**src/rtl/dbc_pkg.sv**
```systemverilog
package dbc_pkg;
    localparam int LINES_PER_BAND = 4;
    localparam int SUBPAGES       = 4;

    typedef enum logic [1:0] {
        PL_INDEX  = 2'd0,
        PL_DIRECT = 2'd1,
        PL_CTRL   = 2'd2
    } plane_e;

    typedef enum logic [1:0] {
        ST_IDLE,
        ST_SCAN,
        ST_EMIT,
        ST_CLEAR
    } scan_state_e;
endpackage

```
**src/rtl/dbc_flag_store.sv**
```systemverilog
module dbc_flag_store
    import dbc_pkg::*;
#(
    parameter int NUM_BANDS = 192,
    parameter int PAGE_W    = 10,
    parameter int BAND_W    = 8
) (
    input  logic              clk,
    input  logic              rst,
    input  logic              invalidate,
    input  logic              mark_valid,
    input  logic [1:0]        mark_plane,
    input  logic [PAGE_W-1:0] mark_page,
    input  logic [BAND_W-1:0] rd_band,
    input  logic              rd_mode24,
    input  logic              clr_en,
    input  logic              clr24,
    input  logic [BAND_W-1:0] clr_lo,
    input  logic [BAND_W-1:0] clr_hi,
    output logic              band_dirty
);
    localparam int XPAGES = NUM_BANDS * SUBPAGES;
    localparam int IDX_W  = $clog2(NUM_BANDS);

    logic [NUM_BANDS-1:0] idx_q;
    logic [XPAGES-1:0]    dir_q, ctl_q;

    for (genvar i = 0; i < NUM_BANDS; i++) begin : g_idx
        logic set_i, clr_i;
        assign set_i = invalidate ||
                       (mark_valid && mark_plane == PL_INDEX && mark_page == PAGE_W'(i));
        assign clr_i = clr_en && (BAND_W'(i) >= clr_lo) && (BAND_W'(i) <= clr_hi);
        always_ff @(posedge clk) begin
            if (rst)        idx_q[i] <= 1'b0;
            else if (set_i) idx_q[i] <= 1'b1;
            else if (clr_i) idx_q[i] <= 1'b0;
        end
    end

    for (genvar j = 0; j < XPAGES; j++) begin : g_ext
        localparam int BAND_OF_J = j / SUBPAGES;
        logic set_d, set_c, clr_j;
        assign set_d = invalidate ||
                       (mark_valid && mark_plane == PL_DIRECT && mark_page == PAGE_W'(j));
        assign set_c = invalidate ||
                       (mark_valid && mark_plane == PL_CTRL && mark_page == PAGE_W'(j));
        assign clr_j = clr_en && clr24 &&
                       (BAND_W'(BAND_OF_J) >= clr_lo) && (BAND_W'(BAND_OF_J) <= clr_hi);
        always_ff @(posedge clk) begin
            if (rst) begin
                dir_q[j] <= 1'b0;
                ctl_q[j] <= 1'b0;
            end else begin
                if (set_d)      dir_q[j] <= 1'b1;
                else if (clr_j) dir_q[j] <= 1'b0;
                if (set_c)      ctl_q[j] <= 1'b1;
                else if (clr_j) ctl_q[j] <= 1'b0;
            end
        end
    end

    logic             in_range;
    logic [IDX_W-1:0] ri;
    logic             ext_hit;

    always_comb begin
        in_range   = rd_band < BAND_W'(NUM_BANDS);
        ri         = in_range ? rd_band[IDX_W-1:0] : '0;
        ext_hit    = (|dir_q[int'(ri)*SUBPAGES +: SUBPAGES]) ||
                     (|ctl_q[int'(ri)*SUBPAGES +: SUBPAGES]);
        band_dirty = in_range && (idx_q[ri] || (rd_mode24 && ext_hit));
    end
endmodule

```
**src/rtl/dbc_band_scanner.sv**
```systemverilog
module dbc_band_scanner
    import dbc_pkg::*;
#(
    parameter int NUM_BANDS = 192,
    parameter int BAND_W    = 8,
    parameter int LINE_W    = 10
) (
    input  logic              clk,
    input  logic              rst,
    input  logic              start,
    input  logic              mode24,
    input  logic              band_dirty,
    input  logic              upd_ready,
    output logic [BAND_W-1:0] rd_band,
    output logic              rd_mode24,
    output logic              upd_valid,
    output logic [LINE_W-1:0] upd_line,
    output logic [LINE_W-1:0] upd_count,
    output logic              busy,
    output logic              done,
    output logic              clr_en,
    output logic [BAND_W-1:0] clr_lo,
    output logic [BAND_W-1:0] clr_hi
);
    scan_state_e       state_q;
    logic [BAND_W-1:0] band_q, run_start_q, pmin_q, pmax_q;
    logic              run_open_q, seen_q, mode_q;
    logic [LINE_W-1:0] line_q, count_q;
    logic              at_end;

    assign at_end = band_q == BAND_W'(NUM_BANDS);

    always_ff @(posedge clk) begin
        if (rst) begin
            state_q     <= ST_IDLE;
            band_q      <= '0;
            run_start_q <= '0;
            pmin_q      <= '0;
            pmax_q      <= '0;
            run_open_q  <= 1'b0;
            seen_q      <= 1'b0;
            mode_q      <= 1'b0;
            line_q      <= '0;
            count_q     <= '0;
        end else begin
            unique case (state_q)
                ST_IDLE: if (start) begin
                    state_q    <= ST_SCAN;
                    band_q     <= '0;
                    run_open_q <= 1'b0;
                    seen_q     <= 1'b0;
                    mode_q     <= mode24;
                end
                ST_SCAN: begin
                    if (band_dirty) begin
                        if (!run_open_q) begin
                            run_open_q  <= 1'b1;
                            run_start_q <= band_q;
                        end
                        if (!seen_q) pmin_q <= band_q;
                        pmax_q <= band_q;
                        seen_q <= 1'b1;
                        band_q <= band_q + 1'b1;
                    end else if (run_open_q) begin
                        line_q     <= LINE_W'(int'(run_start_q) * LINES_PER_BAND);
                        count_q    <= LINE_W'(int'(band_q - run_start_q) * LINES_PER_BAND);
                        run_open_q <= 1'b0;
                        state_q    <= ST_EMIT;
                    end else if (at_end) begin
                        state_q <= ST_CLEAR;
                    end else begin
                        band_q <= band_q + 1'b1;
                    end
                end
                ST_EMIT: if (upd_ready) begin
                    if (at_end) state_q <= ST_CLEAR;
                    else begin
                        band_q  <= band_q + 1'b1;
                        state_q <= ST_SCAN;
                    end
                end
                ST_CLEAR: state_q <= ST_IDLE;
                default:  state_q <= ST_IDLE;
            endcase
        end
    end

    assign rd_band   = band_q;
    assign rd_mode24 = mode_q;
    assign upd_valid = state_q == ST_EMIT;
    assign upd_line  = line_q;
    assign upd_count = count_q;
    assign busy      = state_q != ST_IDLE;
    assign done      = state_q == ST_CLEAR;
    assign clr_en    = done && seen_q;
    assign clr_lo    = pmin_q;
    assign clr_hi    = pmax_q;
endmodule

```
**src/rtl/dirty_band_coalescer.sv**
```systemverilog
module dirty_band_coalescer
    import dbc_pkg::*;
#(
    parameter int NUM_BANDS = 192,
    parameter int PAGE_W    = $clog2(NUM_BANDS * SUBPAGES),
    parameter int LINE_W    = $clog2(NUM_BANDS * LINES_PER_BAND + 1)
) (
    input  logic              clk,
    input  logic              rst,
    input  logic              start,
    input  logic              mode24,
    input  logic              invalidate,
    input  logic              mark_valid,
    input  logic [1:0]        mark_plane,
    input  logic [PAGE_W-1:0] mark_page,
    output logic              upd_valid,
    input  logic              upd_ready,
    output logic [LINE_W-1:0] upd_line,
    output logic [LINE_W-1:0] upd_count,
    output logic              busy,
    output logic              done
);
    localparam int BAND_W = $clog2(NUM_BANDS + 1);

    logic [BAND_W-1:0] rd_band, clr_lo, clr_hi;
    logic              rd_mode24, band_dirty, clr_en;

    dbc_flag_store #(.NUM_BANDS(NUM_BANDS), .PAGE_W(PAGE_W), .BAND_W(BAND_W)) u_store (
        .clk(clk), .rst(rst), .invalidate(invalidate), .mark_valid(mark_valid),
        .mark_plane(mark_plane), .mark_page(mark_page), .rd_band(rd_band),
        .rd_mode24(rd_mode24), .clr_en(clr_en), .clr24(rd_mode24),
        .clr_lo(clr_lo), .clr_hi(clr_hi), .band_dirty(band_dirty)
    );

    dbc_band_scanner #(.NUM_BANDS(NUM_BANDS), .BAND_W(BAND_W), .LINE_W(LINE_W)) u_scan (
        .clk(clk), .rst(rst), .start(start), .mode24(mode24), .band_dirty(band_dirty),
        .upd_ready(upd_ready), .rd_band(rd_band), .rd_mode24(rd_mode24),
        .upd_valid(upd_valid), .upd_line(upd_line), .upd_count(upd_count),
        .busy(busy), .done(done), .clr_en(clr_en), .clr_lo(clr_lo), .clr_hi(clr_hi)
    );
endmodule

```
**config.mk**
```make
export PLATFORM = sky130hd
export DESIGN_NAME = dirty_band_coalescer
export DESIGN_NICKNAME = d
export VERILOG_FILES = /design/src/rtl/dbc_pkg.sv /design/src/rtl/dbc_flag_store.sv /design/src/rtl/dbc_band_scanner.sv /design/src/rtl/dirty_band_coalescer.sv
export SDC_FILE = /design/constraint.sdc
export NUM_CORES = 2
export LEC_CHECK = 0
export ABC_CLOCK_PERIOD_IN_PS = 3500
export BUFFER_PORTS_ARGS = -buffer_cell sky130_fd_sc_hd__buf_2
export CAP_MARGIN = 20
export CELL_PAD_IN_SITES_DETAIL_PLACEMENT = 1
export CELL_PAD_IN_SITES_GLOBAL_PLACEMENT = 1
export CORE_ASPECT_RATIO = 0.5
export CORE_UTILIZATION = 35
export CTS_CLUSTER_DIAMETER = 100
export CTS_CLUSTER_SIZE = 20
export DETAILED_ROUTE_END_ITERATION = 10
export PLACE_DENSITY_LB_ADDON = 0.1
export RECOVER_POWER = 100
export SYNTH_ARGS = -nofsm -noshare
export SYNTH_HDL_FRONTEND = slang
export SYNTH_SLANG_ARGS = --single-unit
```
**constraint.sdc**
```tcl
create_clock -name clk -period 3.5 [get_ports clk]
set_clock_uncertainty 0.15 [all_clocks]
set_input_delay 0 -clock clk [delete_from_list [all_inputs] [get_ports clk]]
set_output_delay 0 -clock clk [all_outputs]
set_load 0.02 [all_outputs]
```
Yosys cells after proc, flatten, opt, wreduce, memory -nomap -nowiden
Cells that the tools add are included.

Flip-flop bits (word level): 1781. Output and inout port bits: 23. Input bits: 19.

Bitwise gates (word level): 3. Order comparisons: 386. Reduce and logical (&&, ||, !) cells: 5978. Shifts and indexed selects: 2. Equality and inequality tests: 779. Add/sub/neg operators: 2. Multiplexer cells: 2133.

Operators with widths (number): nonzero test 2 bit (1730); equality test 10 bit (second input constant) (256); equality test 10 x 9 -> 1 bit (second input constant) (256); logical AND 1 bit (2503); two-way mux 1 bit (2116); logical OR 1 bit (1730); indexed part select 768 x 11 -> 4 bit (2); equality test 10 x 8 -> 1 bit (second input constant) (128); equality test 10 x 7 -> 1 bit (second input constant) (64); >= comparator 7 x 8 -> 1 bit (first input constant) (64); >= comparator 8 bit (first input constant) (64); <= comparator 7 x 8 -> 1 bit (first input constant) (64); <= comparator 8 bit (first input constant) (64); equality test 10 x 6 -> 1 bit (second input constant) (32); >= comparator 6 x 8 -> 1 bit (first input constant) (32); <= comparator 6 x 8 -> 1 bit (first input constant) (32); equality test 10 x 5 -> 1 bit (second input constant) (16); >= comparator 5 x 8 -> 1 bit (first input constant) (16); <= comparator 5 x 8 -> 1 bit (first input constant) (16); equality test 10 x 4 -> 1 bit (second input constant) (8); >= comparator 4 x 8 -> 1 bit (first input constant) (8); <= comparator 4 x 8 -> 1 bit (first input constant) (8); two-way mux 8 bit (6); equality test 10 x 3 -> 1 bit (second input constant) (4); 32 further kinds (64).

Logic depth before layout (Yosys ltp)
Depth after elaboration: 10. Depth in mapped cells: 19.

Hierarchy
From an unflattened synthesis, not the netlist that was laid out.

Cells, all modules: 9654. Area total of the unflattened synthesis: 80996.4 um^2.

Modules (own cells, without submodules): dbc_flag_store (area each 78378.9 um^2, seq. area each 34593.2 um^2, times used 1, cells an instance 9344); dbc_band_scanner (area each 2617.5 um^2, seq. area each 1061.0 um^2, times used 1, cells an instance 310).

Worst setup path after synthesis
OpenSTA, ideal clock, no wires.

Path type: register to register. Start: reg u_scan.band_q[0] (netlist: u_scan.rd_band[0]). End: reg u_scan.pmin_q[6] (netlist: u_scan.clr_lo[6]). Arrival: 3.413 ns. Slack: -0.184 ns. Library setup time: 0.121 ns. Path buffers: 3. Cell stages (with the launch flop): 15. Period minus slack after synthesis: 3.684 ns. Cells stage by stage: dfxtp_1 -> buf_6 -> mux2_2 -> o22ai_1 -> nor2_1 -> or4_1 -> o22ai_1 -> a211oi_1 -> or4_1 -> a211oi_2 -> o31a_1 -> buf_6 -> or3_1 -> buf_4 -> mux2_4.

Cells in the longest elaborated chain, start to end: 9. Elaborated cells between the ends (all ways): 13. Classes of those cells: order compare: 1; shift: 2; mux: 3; reduce/logical: 7.

Ends and longest elaborated chain: start, declared (RTL line dbc_band_scanner.sv:26) `logic [BAND_W-1:0] band_q, run_start_q, pmin_q, pmax_q;`; start signal, assigned (RTL line dbc_band_scanner.sv:63) `band_q <= band_q + 1'b1;`; start signal, assigned (RTL line dbc_band_scanner.sv:72) `band_q <= band_q + 1'b1;`; start signal, assigned (RTL line dbc_band_scanner.sv:78) `band_q <= band_q + 1'b1;`; < comparator 8 bit (RTL line dbc_flag_store.sv:67) `in_range = rd_band < BAND_W'(NUM_BANDS);`; two-way mux 8 bit (RTL line dbc_flag_store.sv:68) `ri = in_range ? rd_band[IDX_W-1:0] : '0;`; indexed part select 768 x 11 -> 4 bit, on equally long branches (RTL line dbc_flag_store.sv:69, dbc_flag_store.sv:70); OR reduction 4 bit, on equally long branches (RTL line dbc_flag_store.sv:69, dbc_flag_store.sv:70); logical OR 1 bit (RTL line dbc_flag_store.sv:69) `ext_hit = (|dir_q[int'(ri)*SUBPAGES +: SUBPAGES]) ||`; logical AND 1 bit (RTL line dbc_flag_store.sv:71) `band_dirty = in_range && (idx_q[ri] || (rd_mode24 && ext_hit));`; logical OR 1 bit (RTL line dbc_flag_store.sv:71); logical AND 1 bit (*) (RTL line dbc_flag_store.sv:71); AND reduction 3 bit (no line) (*); end signal, assigned (RTL line dbc_band_scanner.sv:60) `if (!seen_q) pmin_q <= band_q;`; end, declared (RTL line dbc_band_scanner.sv:26).

Every way passes the cells marked *; elsewhere a longest branch is shown, timed or not. The select of a mux whose other input is x is not followed. A chain may end at the register's enable or synchronous reset.

Worst setup path after layout
Same ends and word-level chain as after synthesis.

==> impl_results.md <==
- P per Cell Area: 451 nW/um^2
- Routed WL per cell: 40.5 um
- Area of the multi-input gates: 44300 um^2
- Number of instances in the placed design: 13600
- CTS tree: done
- First-pass GRT wire length: 760000 um
- Largest net degree at the start of global routing: 209
- Non-Filler Instances: 13800
- Relative slew slack: -18.6%
- Final Setup Violations: 1509
- Drc violations: 0
- Average vias per placed instance: 6.93
- Vias in the first global route: 89300
- Most frequent cells in the layout: 2223 x nor2_1, 1768 x dfxtp_1, 1715 x a221oi_1
- Synthesized instance count: 9896
- CP delay by family, top: buffers and inverters
- Htree depth: 3
- Crit path capture type: flop
- # nets final: 10600
- Worst hold path class: primary input to flop
- Netlist cell types: 106
- Worst-Margin Slew: 1.77 ns
- Critical path fanouts, max: 7
- Share of layout cells above drive strength 1: 20.3%
- Total CTS buffers: 99
- Crit path kind: flop to flop
- IR drop worst, VDD: 432 uV
- R2R Setup Slk: -1.23 ns
- Initial antenna violation count: 59
- CP max-delay cell: or3_4
- Synthesized area per cell: 8.48 um^2
- Grt total ovfl: 0
- Sequential fraction of the synthesis area: 42.5%
- Crit start category: flop
- Result of the run: complete, but fails checks
- Most frequent CP cell: buf_12
- Data required time of the worst path: 4.06 ns
- Post-synth ARST share: 0%
- R2R Path Start: u_scan.rd_band[0]
- Tot GR Track Use: 44.3%
- Routed Wire Length: 559000 um
- Final ANT Viol Nets: 0
- Fillcell total: 27400
- Height of the die: 348 um
- Crit path DAT: 5.29 ns
- Largest stage delay on the critical path: 0.45 ns
- Root Buffer: clkbuf_16
- Clock Tree Buf Depth: 3
- TritonRoute pass-1 iters: 6
- FF-to-FF path depth: 19
- DP Area: 98500 um^2
- Top_reg_cell synth: dfxtp_1
- GPL Wtd Cong: 1.10
- Worst Slack Setup Final: -1.23 ns
- Worst setup path start: u_scan.rd_band[0]
- Place WS: -1.67 ns
- Post-synth EDFFs: 0
- Worst-path cell chain: buf_12 -> buf_12 -> buf_16 -> nand2b_4 -> buf_12 -> nor2_4 -> buf_4 -> o21ai_0 -> nand4b_1 -> a41oi_1 -> buf_4 -> a22oi_2 -> a2bb2oi_4 -> buf_12 -> nor2_4 -> o31a_1 -> or3_4 -> buf_6 -> mux2_4
- Yosys reg bits: 1781
- Achievable Freq: 211 MHz
- Max Cap Viol: 2
- Clk slew on worst S/H paths: 0.10 ns
- Sequential cell area: 35700 um^2
- R2r endpoint: u_scan.clr_lo[6]
- Num ports: 42
- Starting Density: 35.4%
- Hold wc startpoint: mark_page[8]
- Failing checks: max-capacitance violations, max-slew violations, negative setup slack
- Hold Path End: u_store.dir_q[360]
- Core footprint: 237000 um^2
- RSZ-0062 raised after global routing: true
- Via count: 95600
- Fin area: 103000 um^2
- Die area: 242000 um^2
- Crit path buf inv count: 8
- LEAKAGE: 37.5 nW
- DP HPWL: 410000 um
- Fin crit period: 4.73 ns
- PortBufs: 37
- Clk Latency, worst-skew pair: 0.84 ns
- Area grow syn2layout: 22.1%
- Worst hold stages: 6
- Slew Viols, Final: 30
- Standard-cell rows: 126
- Synthesized area: 83900 um^2
- Initial DRC Count: 15000
- Number of synthesis warnings: 0
- Chip width: 695 um
- Leading cell type in the layout, fill and taps excluded: nor2_1
- Post-Route Utilization: 43.2%
- Endpoints failing hold: 0
- # clock sinks: 1781
- Crit share post-route: 135%
==> tightest hold or removal path, cell delays in order <==
cell      delay [ns]
buf_2           0.10
nand2b_1        0.24
nor2_4          0.20
buf_12          0.23
a221oi_1        0.12
nor2_1          0.08
==> worst max path at each step <==
stage | to | cells past startpoint
3_5_place_dp | u_scan.upd_count[4] | 16
2_1_floorplan | u_scan.clr_lo[6] | 18
5_1_grt | u_scan.clr_lo[6] | 16
6_report | u_scan.clr_lo[6] | 19
3_3_place_gp | u_scan.upd_line[7] | 16
4_1_cts | u_scan.run_start_q[5] | 18
==> sequential cells by signal, indices dropped and copies added, names as in the netlist <==
register / flops
u_store.dir_q: 768
u_scan.run_open_q: 1
u_scan.state_q: 2
u_scan.clr_lo: 8
u_scan.upd_line: 8
u_scan.rd_band: 8
u_scan.seen_q: 1
u_scan.rd_mode24: 1
u_store.idx_q: 192
u_scan.upd_count: 8
u_store.ctl_q: 768
u_scan.run_start_q: 8
u_scan.clr_hi: 8
==> synthesized netlist by cell type (all sizes together), types with 38 or more instances <==
master,instances,share of area [%]
nor2,2236,10
dfxtp,1781,42
a221oi,1724,18
clkbuf,920,4.1
a21oi,391,2.3
nand2,355,1.6
nor3,322,1.9
o21ai,310,1.8
buf,230,2.0
mux2i,220,2.6
nand3,119,0.72
o22ai,94,0.70
o221ai,92,0.96
or2,75,0.56
a211oi,74,0.67
or3,71,0.53
mux2,69,0.93
o211ai,61,0.55
nand4,46,0.34
nand2b,43,0.32
nor2b,40,0.30
inv,38,0.17
==> kinds of logic (layout without fill, tap and decap cells) <==
group	after synthesis	in the layout	share of synthesized area, %
and+or+nand+nor	3437	3437	17.4
adders and majority gates	15	15	0.233
muxes	321	321	4.41
xor gates and xnor gates	8	8	0.0835
AOI/OAI and AO/OA	3141	3141	29.1
buffers and inverters	1192	1873	6.33
DFF	1781	1781	42.5
other	1	25	0.00447
==> power breakdown <==
| part | total, mW | switching [mW] | leakage, nW | internal (mW) |
|---|---|---|---|---|
| registers | 22.7 | 1.02 | 14.9 | 21.7 |
| logic | 10.6 | 6.44 | 21.3 | 4.12 |
| clock network | 12.9 | 7.77 | 1.29 | 5.16 |
| total | 46.2 | 15.2 | 37.5 | 31.0 |
==> area by class of cell <==
cell class                      count  area share (%)
Inverter                           42           0.160
Clock buffer                      103            2.45
Timing Repair Buffer             1721            15.3
Antenna cell                       21          0.0513
Multi-Input combinational cell   6926            43.2
Sequential cell                  1781            34.8
Tap cell                         3200            3.91
Clock inverter                      7           0.126
==> metrics by stage <==
stage	total power, mW	setup TNS, ns	hold slack, ns
2_1_floorplan	27.9	-0.0604	-0.00248
3_3_place_gp	32.5	-75.46	0.266
3_5_place_dp	32.7	-74.48	0.266
4_1_cts	45.6	-52.06	0.0116
5_1_grt	47.4	-583.32	0.0535
6_report	46.2	-635.22	0.0514
==> what timing repair did <==
item                       4_1_cts  5_1_grt
setup buffers                   13       25
gates cloned                     6        0
hold endpoints to repair      1429        0
gates resized for setup        109      150
hold buffers                    16        0
pin swaps                       34       40
setup endpoints to repair       52       99
==> routing by layer <==
metal  part of all wire (%)  wire length (um)  track usage [%]  vias up
met4                    4.6             25800             17.7       36
met2                     39            220000             60.8     5834
li1                       -                 -                -    39000
met3                     12             66900             12.3     1021
met1                     44            246000             64.7    49800
met5                  0.041               230                0        -
No activity file was read; power rests on OpenSTA's default activity.
